**src/rtl/msk_nco_pkg.sv**
```systemverilog
package msk_nco_pkg;

  localparam real TWO_PI = 6.283185307179586;

  // Rounded phase increment for a tone, with 2**pw as one full turn.
  function automatic int nominal_step(int tone_hz, int rate_hz, int pw);
    longint num;
    num = (longint'(tone_hz) << pw) + longint'(rate_hz / 2);
    return int'(num / longint'(rate_hz));
  endfunction

  // Magnitude of one quarter-wave table entry, sampled mid-bin.
  function automatic int quarter_mag(int i, int aw, int amp);
    real ang;
    ang = TWO_PI * (real'(i) + 0.5) / real'(4 << aw);
    return $rtoi(real'(amp) * $sin(ang) + 0.5);
  endfunction

endpackage

```
**src/rtl/msk_sin_lookup.sv**
```systemverilog
module msk_sin_lookup
  import msk_nco_pkg::*;
#(
  parameter int LUT_AW = 8,
  parameter int AMP_W  = 12
) (
  input  logic [LUT_AW+1:0]       phase_i,
  output logic signed [AMP_W-1:0] value_o
);

  localparam int QDEPTH = 1 << LUT_AW;
  localparam int AMP    = (1 << (AMP_W - 1)) - 1;
  localparam int MAG_W  = AMP_W - 1;

  logic [MAG_W-1:0]  tbl [QDEPTH];
  logic [1:0]        quad;
  logic [LUT_AW-1:0] addr;
  logic [MAG_W-1:0]  mag;

  for (genvar g = 0; g < QDEPTH; g++) begin : g_tbl
    assign tbl[g] = MAG_W'(quarter_mag(g, LUT_AW, AMP));
  end

  always_comb begin
    quad = phase_i[LUT_AW+1 -: 2];
    addr = phase_i[LUT_AW-1:0];
    if (quad[0]) addr = ~addr;
    mag = tbl[addr];
    value_o = quad[1] ? -$signed({1'b0, mag}) : $signed({1'b0, mag});
  end

endmodule

```
**src/rtl/msk_mixer.sv**
```systemverilog
module msk_mixer #(
  parameter int SAMPLE_W  = 12,
  parameter int PHASE_W   = 16,
  parameter int LUT_AW    = 8,
  parameter int AMP_W     = 12,
  parameter int BUF_DEPTH = 11,
  parameter int IDX_W     = 4,
  parameter int PROD_W    = 24
) (
  input  logic                          clk,
  input  logic                          rst_n,
  input  logic                          en_i,
  input  logic signed [SAMPLE_W-1:0]    sample_i,
  input  logic [PHASE_W-1:0]            step_i,
  output logic [BUF_DEPTH*PROD_W-1:0]   buf_re_o,
  output logic [BUF_DEPTH*PROD_W-1:0]   buf_im_o,
  output logic [IDX_W-1:0]              idx_o
);

  localparam int LW = LUT_AW + 2;
  localparam logic [LW-1:0] QTR = LW'(1 << LUT_AW);

  logic [PHASE_W-1:0]       phase_q, phase_d, phase_adv;
  logic [IDX_W-1:0]         idx_q, idx_d;
  logic [LW-1:0]            sin_addr, cos_addr;
  logic signed [AMP_W-1:0]  sin_val, cos_val;
  logic signed [PROD_W-1:0] prod_re, prod_im;

  // next state
  always_comb begin
    phase_adv = phase_q + step_i;
    phase_d   = en_i ? phase_adv : phase_q;
    sin_addr  = phase_adv[PHASE_W-1 -: LW];
    cos_addr  = sin_addr + QTR;
    if (!en_i)                              idx_d = idx_q;
    else if (idx_q == IDX_W'(BUF_DEPTH-1))  idx_d = '0;
    else                                    idx_d = idx_q + IDX_W'(1);
  end

  msk_sin_lookup #(.LUT_AW(LUT_AW), .AMP_W(AMP_W)) u_sin (
    .phase_i (sin_addr),
    .value_o (sin_val)
  );

  msk_sin_lookup #(.LUT_AW(LUT_AW), .AMP_W(AMP_W)) u_cos (
    .phase_i (cos_addr),
    .value_o (cos_val)
  );

  always_comb begin
    prod_re = PROD_W'(sample_i) * PROD_W'(cos_val);
    prod_im = -(PROD_W'(sample_i) * PROD_W'(sin_val));
  end

  // registers
  always_ff @(posedge clk or negedge rst_n) begin
    if (!rst_n) begin
      phase_q <= '0;
      idx_q   <= '0;
    end else begin
      phase_q <= phase_d;
      idx_q   <= idx_d;
    end
  end

  for (genvar g = 0; g < BUF_DEPTH; g++) begin : g_slot
    logic                     slot_we;
    logic signed [PROD_W-1:0] re_q, im_q;

    assign slot_we = en_i && (idx_q == IDX_W'(g));

    always_ff @(posedge clk or negedge rst_n) begin
      if (!rst_n) begin
        re_q <= '0;
        im_q <= '0;
      end else if (slot_we) begin
        re_q <= prod_re;
        im_q <= prod_im;
      end
    end

    assign buf_re_o[g*PROD_W +: PROD_W] = re_q;
    assign buf_im_o[g*PROD_W +: PROD_W] = im_q;
  end

  assign idx_o = idx_q;

endmodule

```
**src/rtl/msk_bitclock.sv**
```systemverilog
module msk_bitclock #(
  parameter int PHASE_W  = 16,
  parameter int STEP_W   = 17,
  parameter int OVERSAMP = 12,
  parameter int OFS_W    = 4
) (
  input  logic                     clk,
  input  logic                     rst_n,
  input  logic                     en_i,
  input  logic signed [STEP_W-1:0] step_i,
  output logic                     stb_o,
  output logic [OFS_W-1:0]         ofs_o
);

  localparam int CLK_W = PHASE_W + 3;
  localparam int CMP_W = PHASE_W + 10;
  localparam logic signed [CLK_W-1:0] THR_C = CLK_W'(3 << (PHASE_W - 2));
  localparam logic signed [CMP_W-1:0] OS_C  = CMP_W'(OVERSAMP);

  logic signed [CLK_W-1:0] acc_q, acc_d, acc_sum, acc_wrap, thr;
  logic signed [CMP_W-1:0] numer, step_ext;
  logic [OVERSAMP-1:0]     hit;
  logic [OFS_W-1:0]        ofs_cnt, ofs_q, ofs_d;
  logic                    fire, stb_q, stb_d;

  // next state
  always_comb begin
    acc_sum  = acc_q + CLK_W'(step_i);
    thr      = THR_C - CLK_W'(step_i >>> 1);
    fire     = (acc_sum >= thr);
    acc_wrap = acc_sum - THR_C;
    acc_d    = !en_i ? acc_q : (fire ? acc_wrap : acc_sum);
    step_ext = CMP_W'(step_i);
    numer    = OS_C * ((CMP_W'(acc_wrap) <<< 1) + step_ext);
  end

  // offset = number of thresholds k*2*step (k = 1..OVERSAMP) at or below numer
  for (genvar g = 0; g < OVERSAMP; g++) begin : g_cmp
    localparam logic signed [CMP_W-1:0] K2 = CMP_W'(2 * (g + 1));
    assign hit[g] = (numer >= K2 * step_ext);
  end

  always_comb begin
    ofs_cnt = '0;
    for (int k = 0; k < OVERSAMP; k++) ofs_cnt = ofs_cnt + OFS_W'(hit[k]);
    stb_d = en_i && fire;
    ofs_d = stb_d ? ofs_cnt : ofs_q;
  end

  // registers
  always_ff @(posedge clk or negedge rst_n) begin
    if (!rst_n) begin
      acc_q <= '0;
      stb_q <= 1'b0;
      ofs_q <= '0;
    end else begin
      acc_q <= acc_d;
      stb_q <= stb_d;
      ofs_q <= ofs_d;
    end
  end

  assign stb_o = stb_q;
  assign ofs_o = ofs_q;

endmodule

```
**src/rtl/msk_nco_front.sv**
```systemverilog
module msk_nco_front
  import msk_nco_pkg::*;
#(
  parameter int SAMPLE_W  = 12,
  parameter int CORR_W    = 13,
  parameter int PHASE_W   = 16,
  parameter int LUT_AW    = 8,
  parameter int AMP_W     = 12,
  parameter int BUF_DEPTH = 11,
  parameter int OVERSAMP  = 12,
  parameter int TONE_HZ   = 1800,
  parameter int RATE_HZ   = 12500,
  localparam int PROD_W   = SAMPLE_W + AMP_W,
  localparam int IDX_W    = $clog2(BUF_DEPTH),
  localparam int OFS_W    = $clog2(OVERSAMP + 1)
) (
  input  logic                        clk,
  input  logic                        rst_n,
  input  logic                        smp_valid_i,
  input  logic signed [SAMPLE_W-1:0]  smp_i,
  input  logic signed [CORR_W-1:0]    freq_corr_i,
  output logic [BUF_DEPTH*PROD_W-1:0] buf_re_o,
  output logic [BUF_DEPTH*PROD_W-1:0] buf_im_o,
  output logic [IDX_W-1:0]            wr_idx_o,
  output logic                        sym_stb_o,
  output logic [OFS_W-1:0]            sym_ofs_o
);

  localparam int STEP_W = PHASE_W + 1;
  localparam int NOM    = nominal_step(TONE_HZ, RATE_HZ, PHASE_W);

  logic                     rst_meta_q, rst_sync_q;
  logic signed [STEP_W-1:0] step;

  always_ff @(posedge clk or negedge rst_n) begin
    if (!rst_n) begin
      rst_meta_q <= 1'b0;
      rst_sync_q <= 1'b0;
    end else begin
      rst_meta_q <= 1'b1;
      rst_sync_q <= rst_meta_q;
    end
  end

  // one step feeds both the carrier oscillator and the symbol clock
  assign step = STEP_W'(NOM) + STEP_W'(freq_corr_i);

  msk_mixer #(
    .SAMPLE_W (SAMPLE_W),
    .PHASE_W  (PHASE_W),
    .LUT_AW   (LUT_AW),
    .AMP_W    (AMP_W),
    .BUF_DEPTH(BUF_DEPTH),
    .IDX_W    (IDX_W),
    .PROD_W   (PROD_W)
  ) u_mix (
    .clk     (clk),
    .rst_n   (rst_sync_q),
    .en_i    (smp_valid_i),
    .sample_i(smp_i),
    .step_i  (step[PHASE_W-1:0]),
    .buf_re_o(buf_re_o),
    .buf_im_o(buf_im_o),
    .idx_o   (wr_idx_o)
  );

  msk_bitclock #(
    .PHASE_W (PHASE_W),
    .STEP_W  (STEP_W),
    .OVERSAMP(OVERSAMP),
    .OFS_W   (OFS_W)
  ) u_bclk (
    .clk   (clk),
    .rst_n (rst_sync_q),
    .en_i  (smp_valid_i),
    .step_i(step),
    .stb_o (sym_stb_o),
    .ofs_o (sym_ofs_o)
  );

endmodule

```
**config.mk**
```make
export PLATFORM = sky130hd
export DESIGN_NAME = msk_nco_front
export DESIGN_NICKNAME = d
export VERILOG_FILES = /design/src/rtl/msk_nco_pkg.sv /design/src/rtl/msk_sin_lookup.sv /design/src/rtl/msk_mixer.sv /design/src/rtl/msk_bitclock.sv /design/src/rtl/msk_nco_front.sv
export SDC_FILE = /design/constraint.sdc
export NUM_CORES = 2
export LEC_CHECK = 0
export ABC_AREA = 1
export BUFFER_PORTS_ARGS = -buffer_cell sky130_fd_sc_hd__buf_2
export CAP_MARGIN = 20
export CORE_UTILIZATION = 65
export CTS_CLUSTER_DIAMETER = 40
export DETAILED_ROUTE_END_ITERATION = 8
export PLACE_DENSITY = 0.87
export SLEW_MARGIN = 30
export SYNTH_ARGS = -nofsm -noshare
export SYNTH_HDL_FRONTEND = slang
export SYNTH_SLANG_ARGS = --single-unit
export TNS_END_PERCENT = 30
```
**constraint.sdc**
```tcl
create_clock -name clk -period 34.6 [get_ports clk]
set_clock_uncertainty 0.1 [all_clocks]
set_input_delay 1.73 -clock clk [delete_from_list [all_inputs] [get_ports clk]]
set_output_delay 1.73 -clock clk [all_outputs]
set_load 0.02 [all_outputs]
```
==> metrics.md <==
| Metric | Value |
|---|---|
| Pin count of the biggest net entering global routing | `102` |
| Initial Util | `66.0%` |
| Die area | `0.0771 sq mm` |
| Synth area leader | `dfrtp_1` |
| Site row count | `100` |
| Clk buf depth | `3` |
| Initial antenna violation count | `12` |
| FILL cells | `5488` |
| Total grt overflow | `0` |
| CP Class | `input pin to flop` |
| Top cells by area, synth | `dfrtp_1 (29%), ha_1 (14%), fa_1 (13%), nand2_1 (12%), o21ai_0 (6.0%)` |
| Final WS setup | `19.98 ns` |
| Post-CTS setup buffer count | `0` |
| Top cell type's share of synthesized area | `29.1%` |
| Synth Flop Type | `dfrtp_1` |
| Synth unique cells | `67` |
| DP Wirelength | `121000 um` |
| Layout Nets | `7450` |
| Startpoint types | `input pin` |
| TritonCTS clock tree | `yes` |
| Pre-antenna DRT Iters | `7` |
| CP max FO | `15` |
| Vias per cell | `6.20` |
| Synth warn | `0` |
| Slew headroom | `26.9%` |
| Clock net sink count | `574` |
| Final Cycle Share | `42.2%` |
| Max-cap viol count | `0` |
| GRT Util Overall | `42.5%` |
| Minimum clock period | `14.62 ns` |
| First-pass GRT wire length | `257000 um` |
| Area Overhead vs Synth | `12.3%` |
| Cts bufs inserted | `74` |
| Most common cell on crit path | `nand2_1` |
| CTS root buf | `clkbuf_16` |
| DRT met1 WL | `59900 um` |
| Total wire length | `166000 um` |
| Outcome | `complete, no violations` |
| Final Hold Fails | `0` |
| Final slew viol count | `0` |
| Hold buffers post-CTS | `0` |
| Syn nets | `7009` |
| Min-delay worst type | `flop to flop` |
| Vias in the first global route | `46000` |
| Slowest-stage cell, CP | `o21ai_0` |
| Max Fclk | `68.4 MHz` |
| Endpoints failing setup | `0` |
| Total Neg Setup Slack | `0 ns` |
| CP peak stage delay | `0.57 ns` |
| RSZ-0062 raised after global routing | `no` |
| Syn_area_per_cell | `8.07 sq um` |
| CP Capture Type | `flop` |
| DRC viols | `0` |
| DRT iter0 DRCs | `5846` |
| Post-synthesis sequential area ratio | `29.1%` |
| Detail Route Antenna Nets | `0` |
| Commonest cells after routing, fill and taps aside | `nand2_1 (1527), inv_1 (655), o21ai_0 (591)` |
| Final non-filler cell area | `0.0555 sq mm` |
| Post-synth EDFFs | `0` |
| Die Height | `278 um` |
| Critical Path RT | `34.96 ns` |
| Routability congestion estimate | `1.01` |
| I/O pins | `565` |
| Met2 Routed Length | `74900 um` |
| Area post-placement | `0.0528 sq mm` |
| Die Width | `278 um` |
| PortBufs | `564` |
| Synthesized flop and latch total | `574` |
| H-tree levels | `3` |
| WP data arrival | `14.98 ns` |
| Most common cell after layout, fill and taps aside | `nand2_1` |
| Worst skew pair latency | `0.65 ns` |
| Core area | `0.0748 sq mm` |
| Ys async rst share | `100%` |
| Vias | `47100` |
| Share of cells above drive strength 1 | `14.6%` |
| Max Used Layer | `met5` |
| Met3 routed WL | `18600 um` |
| Resized Gates After CTS | `0` |
| Place WS | `19.67 ns` |
| Post-Syn Instances | `6121` |
| Synthesized area | `0.0494 sq mm` |
| Clk slew on worst S/H paths | `0.06 ns` |
| WL per Instance | `21.8 um` |
| Measured slew at the worst slew-check pin | `1.09 ns` |
| Final hold slack | `0.266 ns` |
==> routing by layer <==
metal | vias up | GRT usage (%)
li1 | 20800 | -
met1 | 22300 | 52.9
met3 | 834 | 9.81
met5 | - | 0.188
met4 | 6 | 27.5
met2 | 3145 | 66.7
==> worst paths after layout <==
| check | from | to | slack [ns] | cells past startpoint |
|---|---|---|---|---|
| worst max-delay path | freq_corr_i[0] | u_mix.g_slot[5].im_q[23]$_DFFE_PN0P_ | 19.98 | 57 |
| worst min-delay path | rst_meta_q$_DFF_PN0_ | rst_sync_q$_DFF_PN0_ | 0.27 | 0 |
| worst max register to register | u_mix.phase_q[0]$_DFFE_PN0P_ | u_mix.g_slot[5].im_q[23]$_DFFE_PN0P_ | 22.54 | 46 |
| worst min register to register | rst_meta_q$_DFF_PN0_ | rst_sync_q$_DFF_PN0_ | 0.27 | 0 |
| max in group asynchronous | rst_sync_q$_DFF_PN0_ | u_mix.g_slot[8].im_q[21]$_DFFE_PN0P_ | 31.15 | 4 |
| min in group asynchronous | rst_sync_q$_DFF_PN0_ | u_mix.g_slot[0].re_q[10]$_DFFE_PN0P_ | 0.34 | 0 |
==> final cells by class <==
class | instances | area (sq um) | share of cell area [%]
Antenna cell | 9 | 22.5 | 0.0406
Clock buffer | 90 | 1990 | 3.59
Clock inverter | 41 | 514 | 0.927
Inverter | 694 | 2610 | 4.70
Multi-Input combinational cell | 4595 | 31400 | 56.7
Sequential cell | 574 | 14400 | 25.9
Tap cell | 969 | 1210 | 2.19
Timing Repair Buffer | 623 | 3330 | 6.00
==> synth_stat cells, types with 11 or more instances <==
cell type  instances
buf_4             17
xnor2_1           67
xor2_1           114
a211oi_1          14
nor2_1           286
a21oi_1          269
buf_2             40
inv_2             31
a21o_1            11
nand3_1          465
a31oi_1           11
inv_1            656
ha_1             551
dfrtp_1          574
fa_1             309
o211ai_1          21
o21ai_0          591
nand2_4           19
o21bai_1          26
nor2_2            35
or2_2             12
buf_6             13
nand3_2           16
nor3_1            21
o21ai_1           31
clkbuf_1         179
nand4_1           48
nand2_1         1528
nand2_2           51
nand3b_1          11
==> metrics by stage <==
step | utilization (%) | cells
detailed placement | 70.6 | 7454
global route | 74.1 | 7595
CTS | 74.0 | 7585
floorplan | - | 6121
finish | 74.1 | 7595
global placement | 70.5 | 7453
==> cell families (layout without fill, tap and decap cells) <==
family                     count (synthesis)  in the layout  share of synthesized area [%]
and+or+nand+nor                         2526           2526                           22.2
xor gates and xnor gates                 188            188                           3.48
other                                      1             10                        0.00759
adders and majority gates                860            860                           26.5
buffers and inverters                    952           1448                           7.73
muxes                                      2              2                         0.0456
AOI/OAI and AO/OA                       1018           1018                           11.0
DFF                                      574            574                           29.1
==> state kept, by name, indices dropped and copies added (netlist names) <==
register and cells:
u_bclk.acc_q 19, u_mix.idx_o 4, u_mix.g_slot.re_q 264, u_mix.g_slot.im_q 264, rst_meta_q 1, u_bclk.ofs_o 4
rst_sync_q 1, u_bclk.stb_o 1, u_mix.phase_q 16
==> worst max-delay path, delay by kind of cell <==
kind                       cells  cell delay [ns]
AOI/OAI and AO/OA             10             2.94
adders and majority gates     10             4.35
buffers and inverters          9             1.33
and+or+nand+nor               28             4.60
Power is left out: the tool's default activity adds up to more than one toggle a clock period on the data nets, which glitch-free logic cannot reach.
